**src/rtl/rsq_pkg.sv**
```systemverilog
package rsq_pkg;
  typedef enum logic [1:0] {
    RS_HOLD = 2'd0,
    RS_WAIT = 2'd1,
    RS_RUN  = 2'd2
  } rsq_state_e;
endpackage

```
**src/rtl/rsq_sync.sv**
```systemverilog
module rsq_sync #(
  parameter int         W       = 1,
  parameter int         STAGES  = 2,
  parameter logic [W-1:0] RST_VAL = '0
) (
  input  logic         clk,
  input  logic         rst_n,
  input  logic [W-1:0] d,
  output logic [W-1:0] q
);
  logic [W-1:0] stg [STAGES];

  always_ff @(posedge clk or negedge rst_n) begin
    if (!rst_n) begin
      for (int i = 0; i < STAGES; i++) stg[i] <= RST_VAL;
    end else begin
      stg[0] <= d;
      for (int i = 1; i < STAGES; i++) stg[i] <= stg[i-1];
    end
  end

  assign q = stg[STAGES-1];
endmodule

```
**src/rtl/rsq_filter.sv**
```systemverilog
module rsq_filter #(
  parameter int LEN = 16
) (
  input  logic clk,
  input  logic rst_n,
  input  logic act,
  output logic qual
);
  localparam int CW = $clog2(LEN + 1);

  logic [CW-1:0] run_len;

  always_ff @(posedge clk or negedge rst_n) begin
    if (!rst_n)                    run_len <= '0;
    else if (!act)                 run_len <= '0;
    else if (run_len != CW'(LEN))  run_len <= run_len + 1'b1;
  end

  assign qual = (run_len == CW'(LEN));

  // any gap in the active level withdraws the qualification
  assert_gap_drops_R1: assert property (@(posedge clk) disable iff (!rst_n)
    !act |=> !qual);

  // qualification only follows an active sample
  assert_qual_after_act_R3: assert property (@(posedge clk) disable iff (!rst_n)
    qual |-> $past(act));
endmodule

```
**src/rtl/rsq_release.sv**
```systemverilog
module rsq_release
  import rsq_pkg::*;
#(
  parameter int LOCK_HOLD = 4096
) (
  input  logic clk,
  input  logic rst_n,
  input  logic hold,
  input  logic lock,
  output logic run
);
  localparam int CW = (LOCK_HOLD > 1) ? $clog2(LOCK_HOLD) : 1;

  rsq_state_e    st;
  logic [CW-1:0] lock_cnt;

  always_ff @(posedge clk or negedge rst_n) begin
    if (!rst_n) begin
      st       <= RS_HOLD;
      lock_cnt <= '0;
    end else if (hold) begin
      st       <= RS_HOLD;
      lock_cnt <= '0;
    end else begin
      unique case (st)
        RS_HOLD: begin
          st       <= RS_WAIT;
          lock_cnt <= '0;
        end
        RS_WAIT: begin
          if (!lock) begin
            lock_cnt <= '0;
          end else if (lock_cnt == CW'(LOCK_HOLD - 1)) begin
            st       <= RS_RUN;
            lock_cnt <= '0;
          end else begin
            lock_cnt <= lock_cnt + 1'b1;
          end
        end
        default: st <= RS_RUN;
      endcase
    end
  end

  assign run = (st == RS_RUN);

  // a present reset cause puts the core into reset on the next edge
  assert_hold_forces_reset_R3: assert property (@(posedge clk) disable iff (!rst_n)
    hold |=> !run);

  // release happens only on an edge that saw lock
  assert_release_needs_lock_R2: assert property (@(posedge clk) disable iff (!rst_n)
    $rose(run) |-> $past(lock));

  // losing lock during the wait keeps the core in reset
  assert_lock_loss_waits_R2: assert property (@(posedge clk) disable iff (!rst_n)
    (st == RS_WAIT && !lock && !hold) |=> !run);
endmodule

```
**src/rtl/rst_bo_seq.sv**
```systemverilog
module rst_bo_seq #(
  parameter int CLK_PER_MC  = 6,
  parameter int PIN_MIN_MC  = 2,
  parameter int BO_FILT     = 16,
  parameter int LOCK_HOLD   = 4096,
  parameter int SYNC_STAGES = 2
) (
  input  logic clk,
  input  logic por_n,
  input  logic rst_pin_n,
  input  logic bo_det,
  input  logic bo_en,
  input  logic pll_lock,
  input  logic bo_clr,
  output logic core_rst_n,
  output logic port_tristate,
  output logic bo_flag
);
  localparam int PIN_LEN = CLK_PER_MC * PIN_MIN_MC;

  logic [2:0] raw_in, syn_in;
  logic       pin_s, bo_s, lock_s;
  logic       pin_qual, bo_qual, run;

  assign raw_in = {pll_lock, bo_det, rst_pin_n};

  rsq_sync #(.W(3), .STAGES(SYNC_STAGES), .RST_VAL(3'b001)) u_sync (
    .clk(clk), .rst_n(por_n), .d(raw_in), .q(syn_in)
  );

  assign pin_s  = syn_in[0];
  assign bo_s   = syn_in[1];
  assign lock_s = syn_in[2];

  rsq_filter #(.LEN(PIN_LEN)) u_pin_filt (
    .clk(clk), .rst_n(por_n), .act(!pin_s), .qual(pin_qual)
  );

  rsq_filter #(.LEN(BO_FILT)) u_bo_filt (
    .clk(clk), .rst_n(por_n), .act(bo_s && bo_en), .qual(bo_qual)
  );

  rsq_release #(.LOCK_HOLD(LOCK_HOLD)) u_rel (
    .clk(clk), .rst_n(por_n), .hold(pin_qual || bo_qual), .lock(lock_s), .run(run)
  );

  always_ff @(posedge clk or negedge por_n) begin
    if (!por_n)        bo_flag <= 1'b0;
    else if (pin_qual) bo_flag <= 1'b0;
    else if (bo_qual)  bo_flag <= 1'b1;
    else if (bo_clr)   bo_flag <= 1'b0;
  end

  assign core_rst_n    = run;
  assign port_tristate = bo_qual;

  // a qualified dip sets the sticky flag
  assert_dip_sets_flag_R5: assert property (@(posedge clk) disable iff (!por_n)
    (bo_qual && !pin_qual) |=> bo_flag);

  // a qualified pin reset clears the flag
  assert_pin_clears_flag_R6: assert property (@(posedge clk) disable iff (!por_n)
    pin_qual |=> !bo_flag);

  // a software clear without a dip clears the flag
  assert_sw_clears_flag_R6: assert property (@(posedge clk) disable iff (!por_n)
    (bo_clr && !bo_qual && !pin_qual) |=> !bo_flag);

  // the flag only rises while detection is enabled
  assert_flag_needs_enable_R7: assert property (@(posedge clk) disable iff (!por_n)
    $rose(bo_flag) |-> $past(bo_en));
endmodule

```
**config.mk**
```make
export PLATFORM = sky130hd
export DESIGN_NAME = rst_bo_seq
export DESIGN_NICKNAME = d
export VERILOG_FILES = /design/src/rtl/rsq_pkg.sv /design/src/rtl/rsq_sync.sv /design/src/rtl/rsq_filter.sv /design/src/rtl/rsq_release.sv /design/src/rtl/rst_bo_seq.sv
export SDC_FILE = /design/constraint.sdc
export NUM_CORES = 1
export LEC_CHECK = 0
export ABC_AREA = 1
export BUFFER_PORTS_ARGS = -buffer_cell sky130_fd_sc_hd__buf_2
export CORE_ASPECT_RATIO = 0.8
export CORE_MARGIN = 4
export CORE_UTILIZATION = 37
export CTS_CLUSTER_DIAMETER = 150
export DETAILED_ROUTE_END_ITERATION = 8
export SYNTH_ARGS = -nofsm -noshare
export SYNTH_HDL_FRONTEND = slang
export SYNTH_HIERARCHICAL = 1
export SYNTH_SLANG_ARGS = --single-unit
```
**constraint.sdc**
```tcl
create_clock -name clk -period 2.58 [get_ports clk]
set_input_delay 0 -clock clk [delete_from_list [all_inputs] [get_ports clk]]
set_output_delay 0 -clock clk [all_outputs]
set_load 0.02 [all_outputs]
```
-- Yosys cells after proc, flatten, opt, wreduce, memory -nomap -nowiden
Cells that the tools add are included.
W data, S select, Z words.
- register bits after elaboration: 30
- latch bits: 0
- memory bits (writable): 0
- bits in read-only memories: 0
- input port bits: 7
- output and inout bits: 3
- memories: 0
- $add $sub $neg: 3
- $mul: 0
- div/mod/pow operators: 0
- order comparisons: 0
- eq/ne operators: 10
- shifts and indexed selects: 0
- mux-type cells: 15
- bitwise gates (word level): 0
- reduce and logical (&&, ||, !) cells: 7
- operators with widths (cell ; count):
    $mux W12 ; 3
    $pmux W12 S2 ; 1
    $add A12 B1 Y12 const B ; 1
    $eq A12 B12 Y1 const B ; 1
    $mux W5 ; 2
    $mux W4 ; 2
    $mux W2 ; 3
    $reduce_bool A3 Y1 ; 2
    $add A5 B1 Y5 const B ; 1
    $eq A5 B5 Y1 const B ; 1
    $ne A5 B5 Y1 const B ; 1
    $add A4 B1 Y4 const B ; 1
    $eq A4 B4 Y1 const B ; 1
    $ne A4 B4 Y1 const B ; 1
    $pmux W2 S2 ; 1
    $mux W1 ; 3
    $ne A3 B1 Y1 const B ; 1
    $ne A3 B2 Y1 const B ; 1
    $eq A2 B1 Y1 const B ; 1
    $eq A2 B2 Y1 const B ; 1
    $logic_not A2 Y1 ; 1
    $ne A2 B2 Y1 const B ; 1
    $reduce_and A2 Y1 ; 1
    $reduce_bool A2 Y1 ; 1
    2 further kinds ; 2

-- Depth between registers and ports, before layout
Gate-level depths: netlist of run 1.
- depth in word-level cells: 5
- depth in mapped cells: 13
- mapped depth without buffers: 13

-- Hierarchy
Netlist of run 1, hierarchy kept.
- by module, submodules not included (module ; instances ; cells each ; area an instance (um^2) ; seq. area each (um^2)):
    rsq_release ; 1 ; 111 ; 855.8 ; 350.3
    rsq_filter (u_bo_filt) ; 1 ; 36 ; 277.8 ; 125.1
    rsq_filter (u_pin_filt) ; 1 ; 31 ; 240.2 ; 100.1
    rsq_sync ; 1 ; 9 ; 175.2 ; 152.6
    rst_bo_seq ; 1 ; 9 ; 58.8 ; 25.0

-- Worst setup path before layout of run 1
No wires, ideal clock.
- path kind: register -> register
- start: register u_bo_filt.run_len[0]
- end: register u_rel.lock_cnt[6]
- data arrival time: 1725 ps
- required time: 2463 ps
- path slack: 738 ps
- cell stages (with the launch flop): 14
- clock period less this slack: 1842 ps
- cell sequence: dfrtp_1 -> inv_1 -> ha_1 -> nand2_1 -> inv_1 -> nand2_2 -> inv_2 -> or2_1 -> nor2_1 -> nand2_1 -> inv_2 -> nor2_1 -> o21ai_1 -> inv_1
- cells in the longest elaborated chain, start to end: 3
- elaborated cells on any way between the ends: 4
- those cells by class: eq/ne (1); mux (1); reduce/logical (2)
- ends and longest elaborated chain (item ; line ; text):
    start, declared ; rsq_filter.sv:11 ; logic [CW-1:0] run_len;
    start signal, assigned ; rsq_filter.sv:16 ; else if (run_len != CW'(LEN)) run_len <= run_len + 1'b1;
    $eq A5 B5 Y1 * ; rsq_filter.sv:19 ; assign qual = (run_len == CW'(LEN));
    net port_tristate ; rst_bo_seq.sv:16 ; output logic port_tristate,
    $logic_or A1 B1 Y1 * ; rst_bo_seq.sv:44 ; .clk(clk), .rst_n(por_n), .hold(pin_qual || bo_qual), .lock(lock_s), .run(run)
    $reduce_bool A3 Y1 (no line) / $mux W12 (equally long branches) ; -- ;
    end signal, assigned ; rsq_release.sv:37 ; lock_cnt <= lock_cnt + 1'b1;
    end, declared ; rsq_release.sv:15 ; logic [CW-1:0] lock_cnt;
Mark *: on every way through the listed nets, which the timed path passes. The rest lies on a longest branch.
A chain may end at the register's enable or synchronous reset.

-- Worst setup path after layout of run 1
- start: register u_bo_filt.run_len[0]
- end: register u_rel.lock_cnt[6]
- cells in the longest elaborated chain, start to end: 3
- elaborated cells on any way between the ends: 4
- those cells by class: eq/ne (1); mux (1); reduce/logical (2)
- ends and longest elaborated chain (item ; line):
    $eq A5 B5 Y1 * ; rsq_filter.sv:19
    $logic_or A1 B1 Y1 * ; rst_bo_seq.sv:44
    $reduce_bool A3 Y1 (no line) / $mux W12 (equally long branches) ; --
Every way passes the cells marked *; elsewhere a longest branch is shown, timed or not.

==> impl_metrics.json, run 1 <==
{
  "synth_fa_ha_area_share_pct": 3.89,
  "rr_startpoint": "u_bo_filt/run_len[0]",
  "p_sw_share_pct": 29.2,
  "drt_pass1_iterations": 4,
  "max_slew_margin_pct": 55.5,
  "grt_pass1_vias": 1118,
  "antenna_found_initial": 0,
  "gp_congestion": 0.819,
  "synth_compound_area_share_pct": 3.42,
  "synth_warnings": 6,
  "syn_nets": 208,
  "rows": 21,
  "ant_nets": 0,
  "path_clk_slew_ns": 0.07,
  "cp_max_fo": 10,
  "r2r_setup_slack_ns": 0.57,
  "via_count": 1180,
  "crit_type": "register to register",
  "seq_area_frac_synth_pct": 46.8,
  "worstSkewPairLatency_ns": 0.29,
  "n_fill_cell": 409,
  "p_seq_share_pct": 44.0,
  "synth.avg_cell_area_um2": 8.20,
  "ys.flop_type": "dfrtp_1",
  "cp-endpoint": "u_rel/lock_cnt[6]",
  "dieArea_um2": 5470,
  "power_density_nw_per_um2": 656,
  "grt-ovfl-total": 0,
  "cp-end-kind": "register",
  "grt_pass1_wl_um": 5050,
  "clockPowerShare_pct": 38.7,
  "wirelength_um": 2790,
  "synthArstFlopShare_pct": 100,
  "critical_path.top_delay_family": "simple AND/OR/NAND/NOR gates",
  "synth-xor-area-share_pct": 2.18,
  "fin_crit_ns": 2.01,
  "final_util_pct": 44.7,
  "port_buffers": 9,
  "required_ns": 2.76,
  "area_growth_syn_to_layout_pct": 16.0,
  "antennaDiodeCount": 0,
  "hold_viol": 0,
  "final-seq-area_um2": 753,
  "fin_skew_ns": 0.00622,
  "die_w_um": 81.7,
  "vdd.ir_drop.worst_mv": 0.353,
  "cp_cell_sequence": "inv_1 > ha_1 > nand2_1 > inv_1 > nand2_2 > inv_2 > or2_1 > nor2_1 > nand2_1 > inv_2 > nor2_1 > o21ai_1 > inv_1",
  "cp-start-kind": "register",
  "arrival_ns": 2.19,
  "drt-initial-drc-count": 61,
  "path_common_cell": "inv_1",
  "drive_gt1_share_pct": 17.7,
  "ctsRootBufferMaster": "clkbuf_8",
  "setup_viol": 0,
  "fin_nets": 226,
  "ys_ff_latch": 30,
  "numCtsBuffers": 5,
  "clock-sinks": 30,
  "hold_class": "input pin to register",
  "core_area_um2": 4180,
  "p_int_uw": 866,
  "p_sw_uw": 358,
  "cts_tree": "built",
  "die-height_um": 67.0,
  "drc": 0,
  "post_cts_buffers": 0,
  "crit_buf_inv": 5,
  "clock.fmax_mhz": 496,
  "grt_max_degree": 31,
  "synthSimpleGateAreaFrac_pct": 34.8,
  "ios": 10,
  "grtUsageTotal_pct": 12.6,
  "tightest_slew_ns": 0.668,
  "timing.rr.end": "u_rel/lock_cnt[6]",
  "initial_core_util_pct": 38.5,
  "min_period_over_period_pct": 78.1,
  "final.setup.tns_ns": 0,
  "syn_inst": 196,
  "max-cap-violations": 0,
  "htree_levels": 2,
  "crit_cells": 13,
  "synth_top_family_by_area": "simple AND/OR/NAND/NOR gates",
  "synth_edf_count": 0,
  "critPathMaxStageDelay_ns": 0.39,
  "cts_buffer_depth": 2,
  "crit_start": "u_bo_filt/run_len[0]",
  "multi_input_area_um2": 712,
  "syn-cell-area_um2": 1610,
  "ff2ff_path_depth": 13,
  "hpwl_um": 2080,
  "grt_setup_unrepaired": "no",
  "pwr-share-comb_pct": 17.3,
  "cp_slowest_cell": "dfrtp_1",
  "synth_cell_types": 29,
  "p_leak_nw": 1.00,
  "status": "completed",
  "wl_per_cell_um": 10.3,
  "muxShareOfSynthArea_pct": 0,
  "finalMaxSlewViolations": 0,
  "via_per_inst": 4.34
}
## cell families after synthesis
kind of cell | Yosys count
flip-flops | 30
AO/OA/AOI/OAI | 9
XOR/XNOR | 4
AND/OR/NAND/NOR | 113
buffers and inverters | 35
adder cells (fa/ha/maj) | 5
## placed cells by master (no fill, tap or decap), drive strengths merged, types with 4 or more instances in the layout
cell and n:
buf 9, clkbuf 5, dfrtp 28, dlygate4sd3 5, ha 5, inv 32
nand2 60, nand3 19, nor2 25, o21ai 4
## cells in the mapped netlist, drive strengths merged, types with 2 or more instances
cell type,number,area (um^2)
nand2,60,235
buf,3,22.5
dfrtp,28,701
inv,32,120
ha,5,62.6
dfstp,2,52.6
or2,3,18.8
nand4,3,18.8
nand3,19,113
xor2,3,26.3
nor3,3,31.3
o21ai,4,20.0
nor2,25,143
## repair_timing
item | CTS | global route
endpoints found under the hold margin | 32 | 0
hold buffers | 5 | 0
resized for setup | 0 | 0
## how the worst min path moves through the flow
stage           from                   end  cells past startpoint
2_1_floorplan  por_n               bo_flag                      0
3_3_place_gp   por_n     u_rel/lock_cnt[9]                      1
3_5_place_dp   por_n     u_rel/lock_cnt[9]                      1
4_1_cts        bo_en  u_bo_filt/run_len[4]                      5
5_1_grt        bo_en  u_bo_filt/run_len[4]                      5
6_report       bo_en  u_bo_filt/run_len[4]                      5
## sequential cells by signal, summed over array words and instances, names as in the netlist
| name | count |
|---|---|
| bo_flag | 1 |
| u_bo_filt/run_len | 5 |
| u_pin_filt/run_len | 4 |
| u_rel/lock_cnt | 12 |
| u_rel/st | 2 |
| u_sync/q | 3 |
| u_sync/stg | 3 |
## per-stage QoR
stage / power (mW) / cell area (um^2) / std cells / hold WS [ns] / worst slack [ns]
after global placement: 0.755 / 1700 / 259 / 0.0756 / 0.635
final: 1.22 / 1870 / 272 / 0.128 / 0.566
after global routing: 1.31 / 1870 / 272 / 0.155 / 0.351
after detailed placement: 0.756 / 1700 / 259 / 0.0766 / 0.564
after CTS: 1.25 / 1870 / 272 / 0.120 / 0.551
after floorplan: 0.695 / 1610 / 196 / -0.296 / 0.738
## power by group through the flow
stage | logic [mW] | registers, mW | clock network [mW]
finish | 0.212 | 0.538 | 0.474
detailed placement | 0.210 | 0.546 | 0
global placement | 0.208 | 0.548 | 0
CTS | 0.216 | 0.538 | 0.492
floorplan | 0.155 | 0.540 | 0
global route | 0.248 | 0.546 | 0.516
## cell type report
cell class	count	share of cell area, %
Inverter	32	6.44
Clock inverter	3	2.41
Tap cell	57	3.82
Multi-Input combinational cell	131	38.2
Timing Repair Buffer	14	5.10
Sequential cell	30	40.4
Clock buffer	5	3.69
## worst min-delay path: stages
cell and delay (ns):
buf_2 0.10, nand2_1 0.05, inv_1 0.11, nand2_1 0.10, nor2_1 0.03
## routing by layer
metal  routed length [um]  vias to the layer above  global-route usage [%]
met3                   89                        5                    4.05
met2                 1200                       12                    18.7
li1                     -                      635                       -
met5                    0                        -                       0
met4                   49                        0                    6.85
met1                 1450                      528                    16.1
(Power assumes the default switching activity.)
==> run 2: changes to the inputs <==
==> constraint.sdc (replaced) <==
create_clock -name clk -period 1.8 [get_ports clk]
set_input_delay 0 -clock clk [delete_from_list [all_inputs] [get_ports clk]]
set_output_delay 0 -clock clk [all_outputs]
set_load 0.02 [all_outputs]
==> impl_metrics.json, run 2 (same netlist as run 1, synthesis figures left out) <==
{
  "hold_depth": 5,
  "drive_gt1_share_pct": 27.2,
  "final.setup.tns_ns": 0,
  "wl_per_cell_um": 10.7,
  "port_buffers": 9,
  "drc": 0,
  "regMostFlops": "u_rel/lock_cnt",
  "ios": 10,
  "cp-start-kind": "register",
  "path_clk_slew_ns": 0.06,
  "rows": 21,
  "grt_max_degree": 31,
  "crit_buf_inv": 4,
  "ff2ff_path_depth": 12,
  "cp_slowest_cell": "dfrtp_1",
  "cts_buffer_depth": 2,
  "critical_path.top_delay_family": "simple AND/OR/NAND/NOR gates",
  "ant_nets": 0,
  "final-seq-area_um2": 753,
  "hold_class": "input pin to register",
  "max_slew_margin_pct": 54.6,
  "grtUsageTotal_pct": 13.2,
  "cp-end-kind": "register",
  "multi_input_area_um2": 761,
  "crit_type": "register to register",
  "max-cap-violations": 0,
  "core_area_um2": 4180,
  "min_to": "u_bo_filt/run_len[3]",
  "grt_pass1_wl_um": 5260,
  "post_layout_nonfiller_instances": 285,
  "cp_max_fo": 5,
  "fin_nets": 239,
  "via_count": 1258,
  "status": "completed",
  "fin_skew_ns": 0.00416,
  "power_density_nw_per_um2": 949,
  "vdd.ir_drop.worst_mv": 0.438,
  "area_growth_syn_to_layout_pct": 27.0,
  "dieArea_um2": 5470,
  "arrival_ns": 1.96,
  "reg_top3": "u_rel/lock_cnt x12, u_bo_filt/run_len x5, u_pin_filt/run_len x4",
  "clock.fmax_mhz": 576,
  "rr_startpoint": "u_bo_filt/run_len[1]",
  "p_leak_nw": 1.09,
  "hold_ws_ns": 0.125,
  "die_w_um": 81.7,
  "antennaDiodeCount": 0,
  "cp_cell_sequence": "inv_1 > ha_4 > nand2_2 > inv_2 > nand2_2 > inv_2 > or2_4 > nor3_4 > inv_2 > nor2_4 > nor2_4 > nor2_2",
  "setup_viol": 0,
  "final_cell_area_um2": 2040,
  "drt_pass1_iterations": 4,
  "ctsRootBufferMaster": "clkbuf_8",
  "grt-ovfl-total": 0,
  "via_per_inst": 4.41,
  "die-height_um": 67.0,
  "tightest_slew_ns": 0.681,
  "min-delay-start": "bo_en",
  "gp_congestion": 0.761,
  "min_period_over_period_pct": 96.5,
  "initial_core_util_pct": 38.5,
  "final_common_cell": "nand2_1",
  "finalMaxSlewViolations": 0,
  "numCtsBuffers": 5,
  "required_ns": 2.02,
  "hold_viol": 0,
  "largest_reg_flops": 12,
  "timing.rr.end": "u_rel/lock_cnt[7]",
  "clock-sinks": 30,
  "drt-initial-drc-count": 48,
  "dp.cells": 269,
  "path_common_cell": "inv_2",
  "placed_area_um2": 1790,
  "grt_pass1_vias": 1136,
  "hpwl_um": 2090,
  "worstSkewPairLatency_ns": 0.29,
  "mostFrequentLayoutCells": "nand2_1 (52), dfrtp_1 (28), inv_1 (26)",
  "wirelength_um": 3050,
  "fin_crit_ns": 1.74,
  "antenna_found_initial": 0,
  "r2r_setup_slack_ns": 0.06,
  "n_fill_cell": 395,
  "cts_tree": "built",
  "htree_levels": 2,
  "critPathMaxStageDelay_ns": 0.35
}
==> run 2: changes by cell type in the layout (fill, tap and decap cells not counted), sizes merged <==
cell,previous run,this run
buf,9,22
clkinvlp,2,0
clkbuf,5,8
bufinv,1,0
==> run 2: how the worst max path moves through the flow <==
stage	startpoint	to	slack [ns]	cells past startpoint
3_5_place_dp	u_pin_filt/run_len[0]	u_rel/lock_cnt[6]	0.008	11
3_3_place_gp	u_bo_filt/run_len[0]	u_rel/lock_cnt[5]	-0.003	13
6_report	u_bo_filt/run_len[1]	u_rel/lock_cnt[7]	0.06	12
4_1_cts	u_pin_filt/run_len[0]	u_rel/lock_cnt[6]	0.009	11
5_1_grt	u_bo_filt/run_len[1]	u_rel/lock_cnt[7]	-0.06	12
2_1_floorplan	u_bo_filt/run_len[0]	u_rel/lock_cnt[11]	0.003	12
==> run 2: what timing repair did <==
item / 4_1_cts / 5_1_grt
endpoints found under the hold margin: 32 / 0
gates resized for setup: 0 / 16
endpoints found under the setup margin: 1 / 12
setup buffers: 1 / 2
pin swaps: 0 / 7
hold buffers: 5 / 0
==> run 2: where the power goes <==
part | internal, mW | switching, mW | total, mW
Clock | 0.386 | 0.257 | 0.643
Sequential | 0.726 | 0.0399 | 0.766
Combinational | 0.253 | 0.275 | 0.529
==> run 2: layout make-up <==
class	instances	share of cell area, %
well taps	57	3.49
clock buffers	8	5.39
repair buffers	27	10.8
flip-flops and latches	30	36.9
multi-input cells	131	37.3
inverters	32	6.13
==> run 2: worst min-delay path, stage by stage <==
cell and delay [ns]:
buf_2 0.09, nand2_1 0.05, inv_1 0.11, nand2_1 0.09, nor2_1 0.03
==> run 2: metal layers <==
layer	share of wire, %	track usage (%)
met1	51	17.5
met5	0	0
met2	44	18.7
met4	1.7	7.47
met3	3.3	4.46
==> run 2: stage by stage <==
stage               power (mW)  worst slack [ns]  util [%]
floorplan                 1.01           0.00264         -
CTS                       1.86           0.00878      47.0
global placement          1.18          -0.00343      42.9
detailed placement        1.18           0.00755      42.9
global route              2.05           -0.0647      48.9
finish                    1.94            0.0637      48.9
